===== src/rtl/bas_pkg.sv =====
package bas_pkg;
  typedef enum logic [1:0] {
    ST_IDLE  = 2'd0,
    ST_ISSUE = 2'd1,
    ST_WAITR = 2'd2,
    ST_RESP  = 2'd3
  } seq_state_t;
endpackage


===== src/rtl/bas_lane_map.sv =====
module bas_lane_map #(
  parameter int unsigned LANES = 8,
  localparam int unsigned OFF_W = $clog2(LANES),
  localparam int unsigned DW = LANES * 8
) (
  input  logic [OFF_W-1:0] off,
  input  logic [1:0]       size,
  input  logic [DW-1:0]    wdata,
  output logic [LANES-1:0] keep,
  output logic [LANES-1:0] be_lo,
  output logic [LANES-1:0] be_hi,
  output logic [DW-1:0]    wd_lo,
  output logic [DW-1:0]    wd_hi,
  output logic             split
);
  // Unshifted mask of the requested byte count
  function automatic logic [LANES-1:0] count_mask(input logic [1:0] sz);
    logic [LANES-1:0] m;
    m = '0;
    for (int i = 0; i < LANES; i++)
      if (i < (1 << sz)) m[i] = 1'b1;
    return m;
  endfunction

  logic [2*LANES-1:0] wide_be;
  logic [2*DW-1:0]    wide_d;

  assign keep    = count_mask(size);
  assign wide_be = {{LANES{1'b0}}, keep} << off;
  assign wide_d  = {{DW{1'b0}}, wdata} << {off, 3'b000};
  assign be_lo   = wide_be[LANES-1:0];
  assign be_hi   = wide_be[2*LANES-1:LANES];
  assign wd_lo   = wide_d[DW-1:0];
  assign wd_hi   = wide_d[2*DW-1:DW];
  assign split   = |be_hi;
endmodule


===== src/rtl/bas_read_merge.sv =====
module bas_read_merge #(
  parameter int unsigned LANES = 8,
  localparam int unsigned OFF_W = $clog2(LANES),
  localparam int unsigned DW = LANES * 8
) (
  input  logic             clk,
  input  logic             rst_n,
  input  logic             clear,
  input  logic             cap_lo,
  input  logic             cap_hi,
  input  logic [DW-1:0]    rdata,
  input  logic [LANES-1:0] be,
  input  logic [OFF_W-1:0] off,
  input  logic [LANES-1:0] keep,
  output logic [DW-1:0]    result
);
  function automatic logic [DW-1:0] lane_expand(input logic [LANES-1:0] m);
    logic [DW-1:0] r;
    for (int i = 0; i < LANES; i++) r[i*8 +: 8] = {8{m[i]}};
    return r;
  endfunction

  logic [2*DW-1:0] acc_q;
  logic [2*DW-1:0] shifted;

  always_ff @(posedge clk) begin
    if (!rst_n || clear) acc_q <= '0;
    else begin
      if (cap_lo) acc_q[DW-1:0]    <= rdata & lane_expand(be);
      if (cap_hi) acc_q[2*DW-1:DW] <= rdata & lane_expand(be);
    end
  end

  assign shifted = acc_q >> {off, 3'b000};
  assign result  = shifted[DW-1:0] & lane_expand(keep);
endmodule


===== src/rtl/bas_seq_ctrl.sv =====
module bas_seq_ctrl
  import bas_pkg::*;
(
  input  logic clk,
  input  logic rst_n,
  input  logic req_valid,
  input  logic we,
  input  logic split,
  input  logic bus_ready,
  input  logic bus_rvalid,
  output logic req_ready,
  output logic accept,
  output logic bus_valid,
  output logic half,
  output logic cap_lo,
  output logic cap_hi,
  output logic rsp_valid
);
  seq_state_t st_q, st_d;
  logic half_d;
  logic more;

  assign more      = split && !half;
  assign req_ready = (st_q == ST_IDLE);
  assign accept    = req_ready && req_valid;
  assign bus_valid = (st_q == ST_ISSUE);
  assign rsp_valid = (st_q == ST_RESP);
  assign cap_lo    = (st_q == ST_WAITR) && bus_rvalid && !half;
  assign cap_hi    = (st_q == ST_WAITR) && bus_rvalid && half;

  always_comb begin
    st_d   = st_q;
    half_d = half;
    unique case (st_q)
      ST_IDLE: if (req_valid) begin st_d = ST_ISSUE; half_d = 1'b0; end
      ST_ISSUE:
        if (bus_ready) begin
          if (!we) st_d = ST_WAITR;
          else if (more) half_d = 1'b1;
          else st_d = ST_RESP;
        end
      ST_WAITR:
        if (bus_rvalid) begin
          if (more) begin st_d = ST_ISSUE; half_d = 1'b1; end
          else st_d = ST_RESP;
        end
      ST_RESP: st_d = ST_IDLE;
      default: st_d = ST_IDLE;
    endcase
  end

  always_ff @(posedge clk) begin
    if (!rst_n) begin
      st_q <= ST_IDLE;
      half <= 1'b0;
    end else begin
      st_q <= st_d;
      half <= half_d;
    end
  end

  a_r6_valid_hold: assert property (@(posedge clk) disable iff (!rst_n)
    bus_valid && !bus_ready |=> bus_valid);
  a_r9_closed_after_accept: assert property (@(posedge clk) disable iff (!rst_n)
    accept |=> !req_ready);
  a_r8_single_pulse: assert property (@(posedge clk) disable iff (!rst_n)
    rsp_valid |=> !rsp_valid);
  a_r4_half_needs_split: assert property (@(posedge clk) disable iff (!rst_n)
    half |-> split);
endmodule


===== src/rtl/bus_access_splitter.sv =====
module bus_access_splitter #(
  parameter int unsigned ADDR_W = 32,
  parameter int unsigned LANES  = 8,
  localparam int unsigned OFF_W = $clog2(LANES),
  localparam int unsigned DW    = LANES * 8,
  localparam int unsigned QA_W  = ADDR_W - OFF_W
) (
  input  logic              clk,
  input  logic              rst_n,
  input  logic              req_valid,
  output logic              req_ready,
  input  logic [ADDR_W-1:0] req_addr,
  input  logic [1:0]        req_size,
  input  logic              req_we,
  input  logic [DW-1:0]     req_wdata,
  output logic              rsp_valid,
  output logic [DW-1:0]     rsp_rdata,
  output logic              bus_valid,
  input  logic              bus_ready,
  output logic [QA_W-1:0]   bus_qaddr,
  output logic [LANES-1:0]  bus_be,
  output logic              bus_we,
  output logic [DW-1:0]     bus_wdata,
  input  logic              bus_rvalid,
  input  logic [DW-1:0]     bus_rdata
);
  logic [ADDR_W-1:0] addr_q;
  logic [1:0]        size_q;
  logic              we_q;
  logic [DW-1:0]     wdata_q;

  logic              accept, half, cap_lo, cap_hi, split;
  logic [LANES-1:0]  keep, be_lo, be_hi;
  logic [DW-1:0]     wd_lo, wd_hi, merged;

  always_ff @(posedge clk) begin
    if (!rst_n) begin
      addr_q  <= '0;
      size_q  <= '0;
      we_q    <= 1'b0;
      wdata_q <= '0;
    end else if (accept) begin
      addr_q  <= req_addr;
      size_q  <= req_size;
      we_q    <= req_we;
      wdata_q <= req_wdata;
    end
  end

  bas_lane_map #(.LANES(LANES)) map_i (
    .off(addr_q[OFF_W-1:0]), .size(size_q), .wdata(wdata_q),
    .keep(keep), .be_lo(be_lo), .be_hi(be_hi),
    .wd_lo(wd_lo), .wd_hi(wd_hi), .split(split)
  );

  bas_seq_ctrl ctrl_i (
    .clk(clk), .rst_n(rst_n), .req_valid(req_valid), .we(we_q),
    .split(split), .bus_ready(bus_ready), .bus_rvalid(bus_rvalid),
    .req_ready(req_ready), .accept(accept), .bus_valid(bus_valid),
    .half(half), .cap_lo(cap_lo), .cap_hi(cap_hi), .rsp_valid(rsp_valid)
  );

  bas_read_merge #(.LANES(LANES)) merge_i (
    .clk(clk), .rst_n(rst_n), .clear(accept), .cap_lo(cap_lo),
    .cap_hi(cap_hi), .rdata(bus_rdata), .be(bus_be),
    .off(addr_q[OFF_W-1:0]), .keep(keep), .result(merged)
  );

  assign bus_qaddr = addr_q[ADDR_W-1:OFF_W] + QA_W'(half);
  assign bus_be    = half ? be_hi : be_lo;
  assign bus_wdata = half ? wd_hi : wd_lo;
  assign bus_we    = we_q;
  assign rsp_rdata = we_q ? '0 : merged;

  a_r3_lanes_present: assert property (@(posedge clk) disable iff (!rst_n)
    bus_valid |-> bus_be != '0);
  a_r4_second_from_lane0: assert property (@(posedge clk) disable iff (!rst_n)
    bus_valid && half |-> bus_be[0]);
  a_r6_payload_hold: assert property (@(posedge clk) disable iff (!rst_n)
    bus_valid && !bus_ready |=> $stable(bus_be) && $stable(bus_qaddr)
                               && $stable(bus_wdata) && $stable(bus_we));
  a_r2_idle_quiet: assert property (@(posedge clk) disable iff (!rst_n)
    req_ready |-> !bus_valid);
endmodule


===== config.mk =====
export PLATFORM = sky130hd
export DESIGN_NAME = bus_access_splitter
export DESIGN_NICKNAME = d
export VERILOG_FILES = /design/src/rtl/bas_pkg.sv /design/src/rtl/bas_lane_map.sv /design/src/rtl/bas_read_merge.sv /design/src/rtl/bas_seq_ctrl.sv /design/src/rtl/bus_access_splitter.sv
export SDC_FILE = /design/constraint.sdc
export NUM_CORES = 1
export LEC_CHECK = 0
export BUFFER_PORTS_ARGS = -buffer_cell sky130_fd_sc_hd__buf_2
export CORE_UTILIZATION = 46
export DETAILED_ROUTE_END_ITERATION = 7
export PLACE_DENSITY = 0.77
export SETUP_SLACK_MARGIN = 0.4
export SYNTH_ARGS = -nofsm -noshare
export SYNTH_HDL_FRONTEND = slang
export SYNTH_SLANG_ARGS = --single-unit

===== constraint.sdc =====
create_clock -name clk -period 4 [get_ports clk]
set_clock_uncertainty 0.1 [all_clocks]
set_input_delay 0.6 -clock clk [delete_from_list [all_inputs] [get_ports clk]]
set_output_delay 0.6 -clock clk [all_outputs]
set_load 0.01 [all_outputs]

==> results of run 1 <==
## worst paths after layout
check                    start                 to  slack, ns
max                  addr_q[0]       bus_wdata[7]       0.50
min              bus_rdata[55]  merge_i.acc_q[55]       0.19
max reg2reg     ctrl_i.st_q[0]  merge_i.acc_q[23]       1.02
min reg2reg  merge_i.acc_q[13]  merge_i.acc_q[13]       0.36
## state kept, by name, indices dropped and copies added (netlist names)
| name | cells |
|---|---|
| addr_q | 32 |
| bus_we | 1 |
| ctrl_i.half | 1 |
| ctrl_i.st_q | 2 |
| merge_i.acc_q | 120 |
| size_q | 2 |
| wdata_q | 64 |
## power by group through the flow
stage	Combinational [W]	Sequential [W]	Clock [W]
finish	0.00289	0.00272	0.00251
global route	0.00308	0.00274	0.00263
CTS	0.00284	0.00271	0.00253
detailed placement	0.00281	0.00277	0
global placement	0.00278	0.00276	0
floorplan	0.00201	0.00259	0
## synth_stat cells (all sizes together)
master,instances
o21bai,2
o21ai,44
mux4,64
nor4,2
nor2b,3
a2bb2oi,1
a31oi,1
a22oi,16
clkinv,2
nor2,130
a32o,32
a21oi,72
a222oi,1
mux2,33
a22o,56
and3,4
nor3,9
o211ai,2
clkbuf,73
mux2i,168
nand2b,2
a21boi,102
or2,1
ha,6
and2,3
inv,9
nand2,292
or3,2
xor2,11
dfxtp,222
nand4,8
o211a,7
o22a,9
and4,4
a21o,1
o221a,1
buf,65
xnor2,16
o2bb2ai,7
o221ai,17
o22ai,10
nand3,59
maj3,1
a211oi,1
## through the flow
step           hold WS [ns]  instance area [um^2]
2_1_floorplan         0.336                 14100
4_1_cts               0.177                 16800
3_5_place_dp          0.352                 15900
5_1_grt               0.189                 16800
3_3_place_gp          0.343                 15900
6_report              0.193                 16800
## layout make-up
type | instances | area (um^2) | share of cell area
well taps | 390 | 488 | 0.0290
flip-flops and latches | 222 | 4450 | 0.265
clock inverters | 12 | 168 | 0.00998
inverters | 11 | 43.8 | 0.00261
repair buffers | 376 | 2040 | 0.122
clock buffers | 33 | 728 | 0.0433
multi-input cells | 1200 | 8860 | 0.527
diodes | 6 | 15.0 | 0.000893
## repair_timing
| action | 4_1_cts | 5_1_grt |
|---|---|---|
| resized for setup | 2 | 2 |
| setup endpoints to repair | 7 | 16 |
| buffers inserted | 1 | 0 |
| endpoints found under the hold margin | 0 | 0 |
## per-layer routing
metal	routed length, um	global-route usage	vias up
met5	46	0	-
met4	3010	0.170	6
met2	25100	0.564	939
met1	19500	0.400	6645
li1	-	-	6271
met3	5660	0.0655	172
## worst register-to-register path: stages, from the launching register on
cell	delay [ns]
dfxtp_1	0.45
inv_1	0.11
ha_1	0.29
nand2_4	0.09
nand2_2	0.44
nor2_2	0.81
buf_4	0.42
a22o_1	0.21
## logic make-up (layout without fill, tap and decap cells)
logic type / Yosys count / after routing
mux: 265 / 265
simple gates: 519 / 519
compound gates: 382 / 382
fa+ha+maj: 7 / 7
other cells: 0 / 6
flops: 222 / 222
buf+inv: 149 / 432
xor+xnor: 27 / 27
==> qor.csv, run 1 <==
stage,metric,value,unit
outcome,outcome,"complete, no violations",
global_route,grt_antenna_before_repair,11,
place,gp_congestion,0.998,
clock_network,clkTransAtPathRegs,0.06,ns
clock_network,htreeDepth,1,
place,pre_cts_slack,0.865,ns
sta,worstMarginPinSlew,1.15,ns
worst_hold_path,whs_path_depth,2,
setup_path,path_buf_inv,2,
global_route,first_global_vias,13200,
drt,viasPerCell,6.24,
floorplan,fp.coreArea,29900,um^2
finish,area_growth,19.5,%
finish,fin_util,0.563,
job,maxCapViolCount,0,
setup_path,crit_type,flip-flop to output port,
drt,antenna_left,0,
finish,drive_gt1_frac,0.296,
clock_network,clock-sinks,222,
power,p_int,0.00500,W
power,p_seq_frac,0.335,
global_route,grt_use_total,0.333,
synth,synth_xor_area_frac,0.0168,
setup_path,worstPathRequired,3.30,ns
synth,syn_nets,1745,
synth,synthSimpleGateAreaFrac,0.156,
clock_network,cts_buffers,26,
floorplan,io_pins,337,
power,power_density,483,nW/um^2
synth,synthAdderAreaFrac,0.00605,
floorplan,die_area,31300,um^2
synth,yosysWarnings,0,
setup_path,path_depth,4,
finish,nNetsFinal,2011,
setup_path,crit_slowest_cell,nor4_4,
synth,synth_top_family_by_area,multiplexers,
sta,slew_headroom,0.227,
finish,fill_cells,2729,
synth,netlist_instances,1571,
sta,setup_ws,0.500,ns
sta,slew_violations,0,
setup_path,critPathLaunchType,flip-flop,
sta,period_needed,3.50,ns
power,swShare,0.383,
drt,drtPass1Iterations,5,
drt,drtIter0Drc,1447,
synth,yosysTopAreaCell,dfxtp_1,
drt,wl_per_cell,23.7,um
power,ir_drop,0.000384,V
sta,fmax,286,MHz
sta,fin_tns_setup,0,ns
sta,timing.final.crit_share,0.875,
worst_hold_path,hp-class,input port to flip-flop,
setup_path,path_max_fanout,101,
setup_path,reg2reg_depth,7,
power,totalPowerFinal,0.00811,W
drt,wirelength,53.3,mm
floorplan,die_y,177,um
power,p_comb_frac,0.356,
clock_network,clock-root-buffer,clkbuf_16,
finish,final_cell_mix,"buf_2 (336), nand2_1 (290), dfxtp_1 (218)",
global_route,grt_pass1_wl,79.0,mm
setup_path,end_kind,output port,
synth,synthesis.area,14100,um^2
setup_path,path_cells,buf_12 -> nor4_4 -> a22o_1 -> buf_2,
drt,vias,14000,
place,io_buffer_count,336,
global_route,grt-ovfl-total,0,
finish,final_common_cell,buf_2,
synth,ys_seq_area_frac,0.316,
floorplan,row_count,63,
setup_path,cpPeakStageDelay,0.94,ns
clock_network,max-clock-path-buffers,3,
sta,grt_setup_unrepaired,yes,
global_route,grt_max_degree,104,
place,dp_cells,2198,
drt,drc,0,
clock_network,cts_hold_buf,0,
floorplan,start_util,0.471,
synth,synth_compound_area_frac,0.201,
synth,muxShareOfSynthArea,0.249,
clock_network,clk_latency,0.54,ns
synth,avgSynthCellArea,8.95,um^2
synth,ys_seq_elements,222,
place,dp_hpwl,39.0,mm
setup_path,crit_family,simple AND/OR/NAND/NOR gates,
power,switching_power,0.00311,W
sta,finalHoldViolations,0,
synth,synth_top_area_frac,0.316,
power,clock_power_share,0.309,
setup_path,cp.arrival,2.80,ns
clock_network,tritoncts,yes,
finish,instances_no_fill,2250,
sta,report.final.setup_viol,0,
floorplan,fp.dieW,177,um
power,p_leak,6.43,nW
synth,synth_cell_type_count,59,
synth,synth.area.top_cells,"dfxtp_1 (32%), mux2i_1 (12%), mux4_2 (10%)",
(Power assumes the default switching activity.)
==> run 2: changes to the inputs <==
--- a/config.mk
+++ b/config.mk
@@ -6,10 +6,13 @@
 export NUM_CORES = 1
 export LEC_CHECK = 0
 export BUFFER_PORTS_ARGS = -buffer_cell sky130_fd_sc_hd__buf_2
-export CORE_UTILIZATION = 46
+export CELL_PAD_IN_SITES_DETAIL_PLACEMENT = 0
+export CELL_PAD_IN_SITES_GLOBAL_PLACEMENT = 1
+export CORE_UTILIZATION = 44
 export DETAILED_ROUTE_END_ITERATION = 7
-export PLACE_DENSITY = 0.77
+export PLACE_DENSITY = 0.93
 export SETUP_SLACK_MARGIN = 0.4
 export SYNTH_ARGS = -nofsm -noshare
 export SYNTH_HDL_FRONTEND = slang
+export SYNTH_HIERARCHICAL = 1
 export SYNTH_SLANG_ARGS = --single-unit
==> qor.csv, run 2 <==
stage,metric,value,unit,change
outcome,outcome,"complete, no violations",,unchanged
floorplan,fp.dieW,191,um,was 177 um
floorplan,io_pins,337,,unchanged
drt,antenna_left,0,,unchanged
sta,period_needed,3.54,ns,was 3.50 ns
setup_path,worstPathRequired,3.30,ns,about the same
drt,wirelength,58.6,mm,was 53.3 mm
power,clock_power_share,0.306,,was 0.309
sta,fin_tns_setup,0,ns,unchanged
synth,ys_seq_area_frac,0.284,,was 0.316
setup_path,cp.arrival,2.84,ns,was 2.80 ns
setup_path,path_max_fanout,34,,was 101
clock_network,cts_buffers,28,,was 26
clock_network,clkTransAtPathRegs,0.06,ns,about the same
sta,worstMarginPinSlew,1.02,ns,was 1.15 ns
global_route,grt_pass1_wl,86.5,mm,was 79.0 mm
global_route,grt_use_total,0.307,,was 0.333
synth,synth.area.top_cells,"dfxtp_1 (28%), mux2i_1 (12%), mux2_2 (8.3%)",,"was dfxtp_1 (32%), mux2i_1 (12%), mux4_2 (10%)"
synth,yosysMostFrequentCell,dfxtp_1,,was nand2_1
global_route,grt_max_degree,105,,was 104
power,switching_power,0.00330,W,was 0.00311 W
sta,timing.final.crit_share,0.884,,was 0.875
finish,drive_gt1_frac,0.267,,was 0.296
sta,grt_setup_unrepaired,yes,,unchanged
finish,largest_reg_flops,120,,unchanged
finish,area_growth,17.8,%,was 19.5%
drt,drtPass1Iterations,6,,was 5
place,dp_hpwl,41.7,mm,was 39.0 mm
finish,fin_area,18400,um^2,was 16800 um^2
clock_network,tritoncts,yes,,unchanged
clock_network,max-clock-path-buffers,3,,unchanged
place,dp_cells,2523,,was 2198
sta,timing.hold.ws,0.153,ns,was 0.193 ns
synth,synthFlopType,dfxtp_1,,unchanged
synth,ys_seq_elements,222,,unchanged
floorplan,die_area,36300,um^2,was 31300 um^2
setup_path,crit_type,flip-flop to output port,,unchanged
synth,synth_top_area_frac,0.284,,was 0.316
sta,slew_headroom,0.321,,was 0.227
drt,drc,0,,unchanged
synth,yosysTopAreaCell,dfxtp_1,,unchanged
floorplan,fp.coreArea,34800,um^2,was 29900 um^2
power,ir_drop,0.000414,V,was 0.000384 V
synth,synth_cell_type_count,54,,was 59
power,p_seq_frac,0.304,,was 0.335
finish,regMostFlops,merge_i/acc_q,,was merge_i.acc_q
power,power_density,473,nW/um^2,was 483 nW/um^2
clock_network,clock-root-buffer,clkbuf_16,,unchanged
global_route,first_global_vias,14200,,was 13200
finish,final_common_cell,buf_2,,unchanged
power,swShare,0.379,,was 0.383
synth,avgSynthCellArea,8.31,um^2,was 8.95 um^2
setup_path,end_kind,output port,,unchanged
floorplan,row_count,68,,was 63
clock_network,clock-sinks,222,,unchanged
drt,viasPerCell,6.06,,was 6.24
place,gp_congestion,0.967,,was 0.998
synth,synthesis.area,15700,um^2,was 14100 um^2
job,maxCapViolCount,0,,unchanged
setup_path,critPathLaunchType,flip-flop,,unchanged
drt,vias,15700,,was 14000
power,p_leak,7.74,nW,was 6.43 nW
sta,fmax,283,MHz,was 286 MHz
synth,yosysWarnings,6,,was 0
finish,instances_no_fill,2587,,was 2250
floorplan,die_y,191,um,was 177 um
place,place_area,17400,um^2,was 15900 um^2
sta,setup_ws,0.463,ns,was 0.500 ns
synth,netlist_instances,1884,,was 1571
worst_hold_path,hp-class,input port to flip-flop,,unchanged
power,p_int,0.00542,W,was 0.00500 W
synth,synthArstFlopShare,0,,unchanged
sta,slew_violations,0,,unchanged
sta,finalHoldViolations,0,,unchanged
global_route,grt_antenna_before_repair,12,,was 11
place,pre_cts_slack,0.847,ns,was 0.865 ns
finish,largestRegisters,"merge_i/acc_q (120), wdata_q (64), addr_q (32)",,"was merge_i.acc_q (120), wdata_q (64), addr_q (32)"
power,p_comb_frac,0.390,,was 0.356
drt,drtIter0Drc,2019,,was 1447
synth,synth_edf_count,0,,unchanged
floorplan,start_util,0.450,,was 0.471
finish,final_cell_mix,"buf_2 (336), dfxtp_1 (217), mux2i_1 (192)",,"was buf_2 (336), nand2_1 (290), dfxtp_1 (218)"
synth,yosys-top-cells-count,"dfxtp_1 (222), mux2i_1 (195), nor2b_1 (177)",,"was nand2_1 (292), dfxtp_1 (222), mux2i_1 (168)"
drt,wl_per_cell,22.6,um,was 23.7 um
clock_network,htreeDepth,1,,unchanged
global_route,grt-ovfl-total,0,,unchanged
finish,nNetsFinal,2277,,was 2011
clock_network,clk_latency,0.58,ns,was 0.54 ns
sta,report.final.setup_viol,0,,unchanged
place,io_buffer_count,336,,unchanged
run 2: cell count changes in the layout (fill, tap and decap cells not counted), sizes merged, moves of 64 or more:
cell,before,now
nand2b,2,127
a22oi,16,145
mux4,64,0
nor2b,3,178
nand2,292,59
and3,4,81
nand3,59,131
a21boi,102,2
mux2,33,120
run 2: cell families after synthesis:
family / after synthesis / synth area share
and+or+nand+nor: 716 / 0.256
AOI/OAI and AO/OA: 392 / 0.164
muxes: 315 / 0.212
DFF: 222 / 0.284
buffers and inverters: 202 / 0.0620
xor gates and xnor gates: 27 / 0.0151
adders and majority gates: 8 / 0.00639
other: 2 / 0.000480
run 2: what timing repair did:
item	in CTS	in global routing
setup endpoints to repair	49	26
gates cloned	0	1
hold buffers	0	0
endpoints found under the hold margin	0	0
gates resized for setup	1	7
setup buffers	1	1
run 2: final cells by class:
| cell class | count | area (um^2) |
|---|---|---|
| multi-input combinational | 1469 | 10300 |
| clock inverter | 13 | 179 |
| fill | 3284 | 16400 |
| tap | 455 | 569 |
| inverter | 11 | 45.0 |
| antenna | 12 | 30.0 |
| sequential | 222 | 4460 |
| timing repair buffer | 369 | 2040 |
| clock buffer | 36 | 803 |
run 2: layer usage:
| layer | part of all wire | vias up | global-route usage |
|---|---|---|---|
| li1 | - | 7178 | - |
| met1 | 0.42 | 7414 | 0.439 |
| met2 | 0.42 | 963 | 0.440 |
| met3 | 0.11 | 116 | 0.0600 |
| met4 | 0.043 | 0 | 0.135 |
| met5 | 0 | - | 0 |
run 2: power by group through the flow:
stage,combinational (W),clock (W),sequential (W)
final,0.00341,0.00267,0.00265
after global routing,0.00363,0.00280,0.00267
after CTS,0.00332,0.00271,0.00265
after detailed placement,0.00328,0,0.00271
after global placement,0.00324,0,0.00269
after floorplan,0.00241,0,0.00257
run 2: worst paths after layout:
path	start	to	slack (ns)	cells after the start
min reg2reg	merge_i/acc_q[26]	merge_i/acc_q[26]	0.37	2
max	addr_q[0]	rsp_rdata[13]	0.46	6
min	bus_rdata[63]	merge_i/acc_q[63]	0.15	3
max reg2reg	addr_q[2]	merge_i/acc_q[71]	1.51	5
run 2: metrics by stage:
stage | power (W) | util
2_1_floorplan | 0.00497 | -
3_3_place_gp | 0.00593 | 0.499
3_5_place_dp | 0.00598 | 0.499
4_1_cts | 0.00867 | 0.528
5_1_grt | 0.00910 | 0.530
6_report | 0.00873 | 0.530
run 2: worst max-delay path, stage by stage, from the launching register on:
cell and delay, ns:
dfxtp_4 0.58, and2_2 0.74, buf_12 0.28, a22oi_1 0.11
and3_1 0.23, nor2b_1 0.13, buf_2 0.16
